==> config.mk <==
export PLATFORM = sky130hd
export DESIGN_NAME = resv_monitor
export DESIGN_NICKNAME = d
export VERILOG_FILES = /design/src/rtl/resv_pkg.sv /design/src/rtl/resv_slot.sv /design/src/rtl/resv_fail_track.sv /design/src/rtl/resv_monitor.sv
export SDC_FILE = /design/constraint.sdc
export NUM_CORES = 1
export LEC_CHECK = 0
export BUFFER_PORTS_ARGS = -buffer_cell sky130_fd_sc_hd__buf_2
export CELL_PAD_IN_SITES_DETAIL_PLACEMENT = 1
export CELL_PAD_IN_SITES_GLOBAL_PLACEMENT = 2
export CORE_MARGIN = 3
export CORE_UTILIZATION = 40
export CTS_BUF_LIST = sky130_fd_sc_hd__clkbuf_16
export DETAILED_ROUTE_END_ITERATION = 16
export PLACE_DENSITY = 0.95
export RECOVER_POWER = 50
export SKIP_LAST_GASP = 1
export SYNTH_ARGS = -nofsm -noshare
export SYNTH_HDL_FRONTEND = slang
export SYNTH_SLANG_ARGS = --single-unit
==> constraint.sdc <==
create_clock -name clk -period 4.24 [get_ports clk]
set_clock_uncertainty 0.1 [all_clocks]
set_input_delay 0.424 -clock clk [delete_from_list [all_inputs] [get_ports clk]]
set_output_delay 0.424 -clock clk [all_outputs]
set_load 0.05 [all_outputs]
==> src/rtl/resv_pkg.sv <==
package resv_pkg;
   typedef enum logic [1:0] {
      K_LOAD       = 2'd0,
      K_LOCK_LOAD  = 2'd1,
      K_STORE      = 2'd2,
      K_COND_STORE = 2'd3
   } req_kind_e;
endpackage

==> src/rtl/resv_slot.sv <==
module resv_slot #(
   parameter int ADDR_W  = 32,
   parameter int BLK_LSB = 4
) (
   input  logic                      clk,
   input  logic                      rst_n,
   input  logic                      set_en,
   input  logic                      fail_clr,
   input  logic                      kill_en,
   input  logic [ADDR_W-1:BLK_LSB]   cmp_blk,
   output logic                      flag,
   output logic                      blk_hit
);
   logic [ADDR_W-1:BLK_LSB] blk_q;

   assign blk_hit = flag && (blk_q == cmp_blk);

   always_ff @(posedge clk) begin
      if (!rst_n) begin
         flag  <= 1'b0;
         blk_q <= '0;
      end else if (set_en) begin
         flag  <= 1'b1;
         blk_q <= cmp_blk;
      end else if (fail_clr || (kill_en && blk_hit)) begin
         flag  <= 1'b0;
      end
   end

   assert_lock_sets_R1: assert property (@(posedge clk) disable iff (!rst_n)
      set_en |=> (flag && blk_q == $past(cmp_blk)));
   assert_kill_clears_R8: assert property (@(posedge clk) disable iff (!rst_n)
      (kill_en && blk_hit && !set_en) |=> !flag);
   assert_fail_clears_R4: assert property (@(posedge clk) disable iff (!rst_n)
      (fail_clr && !set_en) |=> !flag);
endmodule

==> src/rtl/resv_fail_track.sv <==
module resv_fail_track #(
   parameter int WARN_EVERY = 100000
) (
   input  logic clk,
   input  logic rst_n,
   input  logic inc,
   input  logic clr,
   output logic wrap
);
   localparam int PH_W = $clog2(WARN_EVERY + 1);
   localparam logic [PH_W-1:0] LAST = PH_W'(WARN_EVERY - 1);

   logic [PH_W-1:0] phase_q;

   assign wrap = inc && (phase_q == LAST);

   always_ff @(posedge clk) begin
      if (!rst_n || clr)       phase_q <= '0;
      else if (wrap)           phase_q <= '0;
      else if (inc)            phase_q <= phase_q + 1'b1;
   end

   assert_success_resets_R6: assert property (@(posedge clk) disable iff (!rst_n)
      clr |=> (phase_q == '0));
   assert_phase_bounded_R5: assert property (@(posedge clk) disable iff (!rst_n)
      phase_q <= LAST);
endmodule

==> src/rtl/resv_monitor.sv <==
module resv_monitor
   import resv_pkg::*;
#(
   parameter int N_CTX      = 4,
   parameter int ADDR_W     = 32,
   parameter int BLK_LSB    = 4,
   parameter int WARN_EVERY = 100000,
   localparam int CTX_W     = (N_CTX > 1) ? $clog2(N_CTX) : 1
) (
   input  logic              clk,
   input  logic              rst_n,
   input  logic              req_valid,
   input  logic [CTX_W-1:0]  req_ctx,
   input  logic [1:0]        req_kind,
   input  logic              req_uncached,
   input  logic [ADDR_W-1:0] req_addr,
   output logic              sc_done,
   output logic              sc_success,
   output logic              wr_permit,
   output logic              warn_pulse,
   output logic [CTX_W-1:0]  warn_ctx
);
   if (N_CTX < 1)            begin : g_bad_ctx   $error("N_CTX must be at least 1");        end
   if (WARN_EVERY < 1)       begin : g_bad_warn  $error("WARN_EVERY must be at least 1");   end
   if (BLK_LSB >= ADDR_W)    begin : g_bad_blk   $error("BLK_LSB must be below ADDR_W");    end
   if (BLK_LSB < 1)          begin : g_bad_lsb   $error("BLK_LSB must be at least 1");      end

   req_kind_e              kind;
   logic [N_CTX-1:0]       flag_vec, hit_vec, wrap_vec;
   logic [N_CTX-1:0]       sel;
   logic                   own_hit, is_cs, cs_ok, cs_fail, kill;
   logic                   unused_lo;

   assign kind      = req_kind_e'(req_kind);
   assign unused_lo = ^req_addr[BLK_LSB-1:0];

   always_comb begin
      sel = '0;
      for (int i = 0; i < N_CTX; i++)
         sel[i] = (req_ctx == CTX_W'(i));
   end

   assign own_hit = |(hit_vec & sel);
   assign is_cs   = req_valid && (kind == K_COND_STORE);
   assign cs_ok   = is_cs && (req_uncached || own_hit);
   assign cs_fail = is_cs && !req_uncached && !own_hit;
   assign kill    = (req_valid && kind == K_STORE) || cs_ok;

   for (genvar g = 0; g < N_CTX; g++) begin : g_ctx
      resv_slot #(.ADDR_W(ADDR_W), .BLK_LSB(BLK_LSB)) u_slot (
         .clk      (clk),
         .rst_n    (rst_n),
         .set_en   (req_valid && kind == K_LOCK_LOAD && sel[g]),
         .fail_clr (cs_fail && sel[g]),
         .kill_en  (kill),
         .cmp_blk  (req_addr[ADDR_W-1:BLK_LSB]),
         .flag     (flag_vec[g]),
         .blk_hit  (hit_vec[g])
      );
      resv_fail_track #(.WARN_EVERY(WARN_EVERY)) u_track (
         .clk   (clk),
         .rst_n (rst_n),
         .inc   (cs_fail && sel[g]),
         .clr   (cs_ok && sel[g]),
         .wrap  (wrap_vec[g])
      );
   end

   always_ff @(posedge clk) begin
      if (!rst_n) begin
         sc_done    <= 1'b0;
         sc_success <= 1'b0;
         wr_permit  <= 1'b0;
         warn_pulse <= 1'b0;
         warn_ctx   <= '0;
      end else begin
         sc_done    <= is_cs;
         sc_success <= cs_ok;
         wr_permit  <= kill;
         warn_pulse <= |wrap_vec;
         warn_ctx   <= |wrap_vec ? req_ctx : '0;
      end
   end

   assert_fail_no_write_R4: assert property (@(posedge clk) disable iff (!rst_n)
      (sc_done && !sc_success) |-> !wr_permit);
   assert_warn_on_fail_R5: assert property (@(posedge clk) disable iff (!rst_n)
      warn_pulse |-> (sc_done && !sc_success));
   assert_uncached_ok_R7: assert property (@(posedge clk) disable iff (!rst_n)
      (req_valid && kind == K_COND_STORE && req_uncached) |=> (sc_done && sc_success));
   assert_load_quiet_R10: assert property (@(posedge clk) disable iff (!rst_n)
      (req_valid && kind == K_LOAD) |=> ($stable(flag_vec) && !wr_permit && !sc_done));
   assert_success_onehot_R2: assert property (@(posedge clk) disable iff (!rst_n)
      sc_success |-> sc_done);
endmodule

==> impl_metrics.env, run 1 <==
export IMPL_hp_class="in2reg"
export IMPL_cp_data_required_time_ps=4460
export IMPL_dieArea_sq_mm=0.0252
export IMPL_h_tree_depth=4
export IMPL_synth_edff_count=0
export IMPL_rsz0062_at_grt="false"
export IMPL_ir_drop_mv=0.177
export IMPL_routedWlPerCell_um=17.3
export IMPL_ys_seq_area_share_pct=40.7
export IMPL_cp_max_fo=92
export IMPL_stdcell_area_sq_mm=0.0102
export IMPL_drtAntennaViolNets=0
export IMPL_clk_insertion_delay_late_ps=450
export IMPL_grtUsageMet2_pct=35.0
export IMPL_root_buffer="clkbuf_16"
export IMPL_die_h_um=159
export IMPL_clkTransAtPathRegs_ps=80
export IMPL_drt_iter0_drc=420
export IMPL_worstPathArrival_ps=3570
export IMPL_drt_pre_antenna_iters=5
export IMPL_setup_viol=0
export IMPL_post_synth_cell_area_avg_sq_um=7.87
export IMPL_post_cts_buffers=0
export IMPL_dpl_hpwl_mm=17.6
export IMPL_place_area_sq_mm=0.00964
export IMPL_via_count=8103
export IMPL_regArea_sq_mm=0.00380
export IMPL_clock_sinks=190
export IMPL_cts_buffers=17
export IMPL_maxSlewHeadroom_pct=-106
export IMPL_worst_slack_ps=886
export IMPL_cp_start_kind="input port"
export IMPL_multi_input_area_sq_mm=0.00510
export IMPL_fin_nets=1222
export IMPL_yosys_area_top_type_share_pct=40.7
export IMPL_start_util_pct=41.1
export IMPL_synthArstFlopShare_pct=0
export IMPL_use_met1_pct=26.8
export IMPL_grt_usage_pct=20.6
export IMPL_n_fill_cell=2823
export IMPL_fin_crit_ps=3350
export IMPL_overflow=0
export IMPL_grt_max_degree=93
export IMPL_outcome="finished with violations"
export IMPL_critical_path_class="in2reg"
export IMPL_synth_fp_nets=1232
export IMPL_drive_gt1_share_pct=7.81
export IMPL_grt_pass1_wl_mm=42.6
export IMPL_pre_cts_ws_ps=926
export IMPL_postSynthCellCount=1188
export IMPL_diodes=0
export IMPL_routed_via_density=5.39
export IMPL_drc=0
export IMPL_io_buffers=41
export IMPL_synth_most_common_cell="nand2_1"
export IMPL_power_density_mw_per_mm2=361
export IMPL_core_rowCount=55
export IMPL_slew_viol_final=93
export IMPL_die_x_um=159
export IMPL_fin_tns_setup_ps=0
export IMPL_final_core_util_pct=44.9
export IMPL_synth_top_cells_by_area="dfxtp_1 (41%), nand2_1 (11%), xnor2_1 (8.4%)"
export IMPL_top_usage_layer="met2"
export IMPL_ios=46
export IMPL_cts_hold_fix_buffers=0
export IMPL_synth_seq_cells=190
export IMPL_cp_end_kind="register"
export IMPL_synth_ff_type="dfxtp_1"
export IMPL_ctsResizeCount=0
export IMPL_cts_tree="built"
export IMPL_fmax_mhz=298
export IMPL_antenna_found_initial=0
export IMPL_core_area_sq_mm=0.0228
export IMPL_synthDistinctLibCells=60
export IMPL_violations="max-capacitance violations, max-slew violations"
export IMPL_wirelength_mm=26.0
export IMPL_leakage_nw=3.40
export IMPL_met3_usage_pct=4.10
export IMPL_yosys_area_top_type="dfxtp_1"
export IMPL_finalHoldViolCount=0
export IMPL_clk_path_buf_depth=2
export IMPL_syn_area_sq_mm=0.00935
export IMPL_area_growth_pct=9.45
export IMPL_tightest_slew_ps=3090
export IMPL_routabilityCongestion=0.851
export IMPL_cap_viol_max_count=1
export IMPL_grt_pass1_vias=8110
export IMPL_synth_common_cells="nand2_1 (276), dfxtp_1 (190), a21oi_1 (119), nor2_1 (93), xnor2_1 (90)"
export IMPL_layout_worst_path_cycle_share_pct=79.1
export IMPL_ys_warn_count=0
-- logic make-up after synthesis --
| logic type | share of synthesized area (%) |
|---|---|
| compound gates | 9.50 |
| xor+xnor | 15.0 |
| fa+ha+maj | 0.535 |
| buf+inv | 4.92 |
| flops | 40.7 |
| mux | 0.107 |
| simple gates | 29.3 |
-- critical path, cell delays in order --
cell      delay, ps
clkbuf_1        160
inv_1          2140
buf_4           630
a21oi_1          80
-- registers in the layout, summed over array words and instances, names as in the netlist --
| name | flops |
|---|---|
| g_ctx.u_slot.blk_q | 112 |
| g_ctx.u_slot.flag | 4 |
| g_ctx.u_track.phase_q | 68 |
| sc_done | 1 |
| sc_success | 1 |
| warn_ctx | 2 |
| warn_pulse | 1 |
| wr_permit | 1 |
-- layer usage --
metal  wire, um  vias to the layer above
li1           -                     3961
met5          0                        -
met2      12400                      126
met1      12100                     3979
met3        998                       37
met4        527                        0
-- final timing paths --
kind | endpoint | cells past startpoint | from | slack (ps)
max reg2reg | g_ctx[3].u_track.phase_q[11] | 7 | g_ctx[3].u_track.phase_q[2] | 1230
min | g_ctx[1].u_slot.blk_q[28] | 3 | req_addr[28] | 200
max | g_ctx[3].u_slot.blk_q[15] | 4 | rst_n | 890
min reg2reg | g_ctx[2].u_slot.blk_q[17] | 2 | g_ctx[2].u_slot.blk_q[17] | 360
-- power by group --
group          total [mW]  internal, mW  switching (mW)  leakage (nW)
Combinational       0.234        0.0696           0.165          1.58
Clock                1.66         0.846           0.809         0.293
Sequential           1.81          1.80          0.0105          1.53
Total                3.70          2.71           0.984          3.40
-- area by class of cell --
cell class	instances	area share (%)
timing repair buffer	52	2.73
multi-input combinational	902	49.8
clock buffer	17	4.16
tap	313	3.83
sequential	190	37.2
clock inverter	15	1.74
inverter	15	0.550
-- cell usage in the layout (no fill, tap or decap), types with 5 or more instances in the layout --
cell and instances:
and2_1 8, nor3b_1 10, nor3_1 43, nand2_1 276
and4_1 6, buf_4 11, nor4_1 22, dfxtp_1 190
nor2b_1 7, a21oi_1 119, xor2_1 70, or4_1 7
nor4b_1 9, o21ai_0 6, or3_1 5, clkbuf_1 7
buf_2 34, xnor2_1 90, nand3_1 24, nand2b_1 12
nand4_1 26, inv_6 5, nor2_1 92, inv_1 15
and3_1 17, clkbuf_16 17
-- stage by stage --
step / hold slack [ps] / cells / power (mW)
final: 203 / 1504 / 3.70
after global routing: 198 / 1504 / 3.83
after CTS: 193 / 1504 / 3.73
after detailed placement: 352 / 1472 / 2.08
after global placement: 343 / 1472 / 2.08
after floorplan: 336 / 1188 / 2.02
No activity file was read; power rests on OpenSTA's default activity.
==> run 2: changes to the inputs <==
Settings changed: CORE_UTILIZATION 40 to 37, PLACE_DENSITY 0.95 to 0.92.
Clock period 4.24 ns to 3.33 ns, I/O delays scaled along.
==> run 2 against run 1 <==
Effect of this change:
- the run still ends with max-capacitance violations, max-slew violations left
- core utilization shrank 2.6 points
- final cell count grew 2.1%
- routed wire length grew 2.4%
- sequential power grew 27%
- largest power group unchanged
==> impl_metrics.env, run 2 (same netlist as run 1, synthesis figures left out) <==
export IMPL_p_switching_mw=1.26
export IMPL_p_seq_share_pct=48.8
export IMPL_h_tree_depth=4
export IMPL_layout_common_cells="nand2_1 (276), dfxtp_1 (190), a21oi_1 (119)"
export IMPL_routedWlPerCell_um=17.3
export IMPL_r2r_cells=7
export IMPL_routabilityCongestion=0.833
export IMPL_drt_pre_antenna_iters=4
export IMPL_power_share_clock_pct=44.6
export IMPL_cts_hold_fix_buffers=0
export IMPL_die_x_um=165
export IMPL_crit_cells=4
export IMPL_cap_viol_max_count=1
export IMPL_via_count=8068
export IMPL_layout_commonest_cell="nand2_1"
export IMPL_clk_insertion_delay_late_ps=440
export IMPL_dpl_hpwl_mm=18.0
export IMPL_place_area_sq_mm=0.00983
export IMPL_reg_top3="g_ctx.u_slot.blk_q: 112 flops, g_ctx.u_track.phase_q: 68 flops, g_ctx.u_slot.flag: 4 flops"
export IMPL_ctsResizeCount=0
export IMPL_regMostFlops="g_ctx.u_slot.blk_q"
export IMPL_violations="max-capacitance violations, max-slew violations"
export IMPL_routed_via_density=5.26
export IMPL_ios=46
export IMPL_path_buf_inv=3
export IMPL_io_buffers=41
export IMPL_worstPathArrival_ps=3110
export IMPL_drc=0
export IMPL_finalHoldViolCount=0
export IMPL_cts_tree="built"
export IMPL_holdPathStages=3
export IMPL_drt_iter0_drc=387
export IMPL_fmax_mhz=351
export IMPL_antenna_found_initial=0
export IMPL_die_h_um=165
export IMPL_cp_end_kind="register"
export IMPL_cp_max_fo=78
export IMPL_crit_slowest_cell="clkinvlp_2"
export IMPL_dieArea_sq_mm=0.0272
export IMPL_leakage_nw=3.50
export IMPL_core_area_sq_mm=0.0246
export IMPL_core_rowCount=57
export IMPL_tightest_slew_ps=1770
export IMPL_hp_class="in2reg"
export IMPL_diodes=0
export IMPL_cp_start_kind="input port"
export IMPL_maxSlewHeadroom_pct=-18.9
export IMPL_slew_viol_final=46
export IMPL_drive_gt1_share_pct=9.41
export IMPL_grt_pass1_wl_mm=43.6
export IMPL_fin_crit_ps=2850
export IMPL_drtAntennaViolNets=0
export IMPL_critPathTopFamily="buffers and inverters"
export IMPL_grt_pass1_vias=8320
export IMPL_power_density_mw_per_mm2=453
export IMPL_fin_tns_setup_ps=0
export IMPL_ir_drop_mv=0.287
export IMPL_rsz0062_at_grt="false"
export IMPL_worst_slack_ps=477
export IMPL_wirelength_mm=26.6
export IMPL_switching_share_pct=26.6
export IMPL_outcome="finished with violations"
export IMPL_cp_slowest_stage_delay_ps=1390
export IMPL_area_growth_pct=11.3
export IMPL_intPower_mw=3.46
export IMPL_layout_worst_path_cycle_share_pct=85.7
export IMPL_largest_reg_flops=112
export IMPL_cts_buffers=17
export IMPL_post_cts_buffers=0
export IMPL_start_util_pct=38.0
export IMPL_grt_usage_pct=20.3
export IMPL_cp_data_required_time_ps=3590
export IMPL_fin_nets=1242
export IMPL_stdcell_area_sq_mm=0.0104
export IMPL_clock_sinks=190
export IMPL_clk_path_buf_depth=2
export IMPL_setup_viol=0
export IMPL_cp_cell_sequence="buf_2, clkinvlp_2, buf_4, a21oi_1"
export IMPL_clkTransAtPathRegs_ps=80
export IMPL_overflow=0
export IMPL_root_buffer="clkbuf_16"
export IMPL_critical_path_class="in2reg"
export IMPL_grt_max_degree=79
export IMPL_pre_cts_ws_ps=384
export IMPL_pwr_share_comb_pct=6.6
## run 2: power by group through the flow
stage / Clock [mW] / Sequential [mW] / Combinational, mW
2_1_floorplan: 0 / 2.36 / 0.212
5_1_grt: 2.24 / 2.31 / 0.346
6_report: 2.10 / 2.30 / 0.313
3_3_place_gp: 0 / 2.36 / 0.310
4_1_cts: 2.15 / 2.30 / 0.318
3_5_place_dp: 0 / 2.36 / 0.315
## run 2: worst paths after layout
path	start	end	slack (ps)
worst min register to register	g_ctx[1].u_slot.blk_q[15]	g_ctx[1].u_slot.blk_q[15]	360
worst min-delay path	req_addr[6]	g_ctx[2].u_slot.blk_q[6]	90
worst max-delay path	rst_n	g_ctx[3].u_slot.blk_q[17]	480
worst max register to register	g_ctx[1].u_slot.blk_q[8]	wr_permit	480
## run 2: area by class of cell
cell class	instances	area [sq um]
clock buffers	17	425
multi-input cells	902	5100
fillers	3013	14200
repair buffers	72	443
well taps	324	405
inverters	15	57.6
clock inverters	15	175
flip-flops and latches	190	3800
## run 2: metal layers
metal | up-vias | global-route usage, % | wire length (um)
met4 | 0 | 5.49 | 368
met1 | 3965 | 26.1 | 12100
met3 | 21 | 2.83 | 793
met2 | 95 | 35.5 | 13300
met5 | - | 0 | 0
li1 | 3987 | - | -
## run 2: worst reg2reg max path: stages (launching register included)
cell,delay (ps)
dfxtp_1,330
xnor2_1,310
nand4_1,180
or4_4,470
or4_1,540
o22ai_1,270
nor3_1,210
nor3_1,310
## run 2: stage by stage
| stage | hold WS [ps] | total power [mW] | instances | util (%) |
|---|---|---|---|---|
| 6_report | 87.1 | 4.72 | 1535 | 42.3 |
| 5_1_grt | 82.7 | 4.89 | 1535 | 42.3 |
| 4_1_cts | 72.3 | 4.77 | 1535 | 42.4 |
| 3_5_place_dp | 353 | 2.67 | 1503 | 40.0 |
| 3_3_place_gp | 344 | 2.67 | 1503 | 40.0 |
| 2_1_floorplan | 336 | 2.57 | 1188 | - |
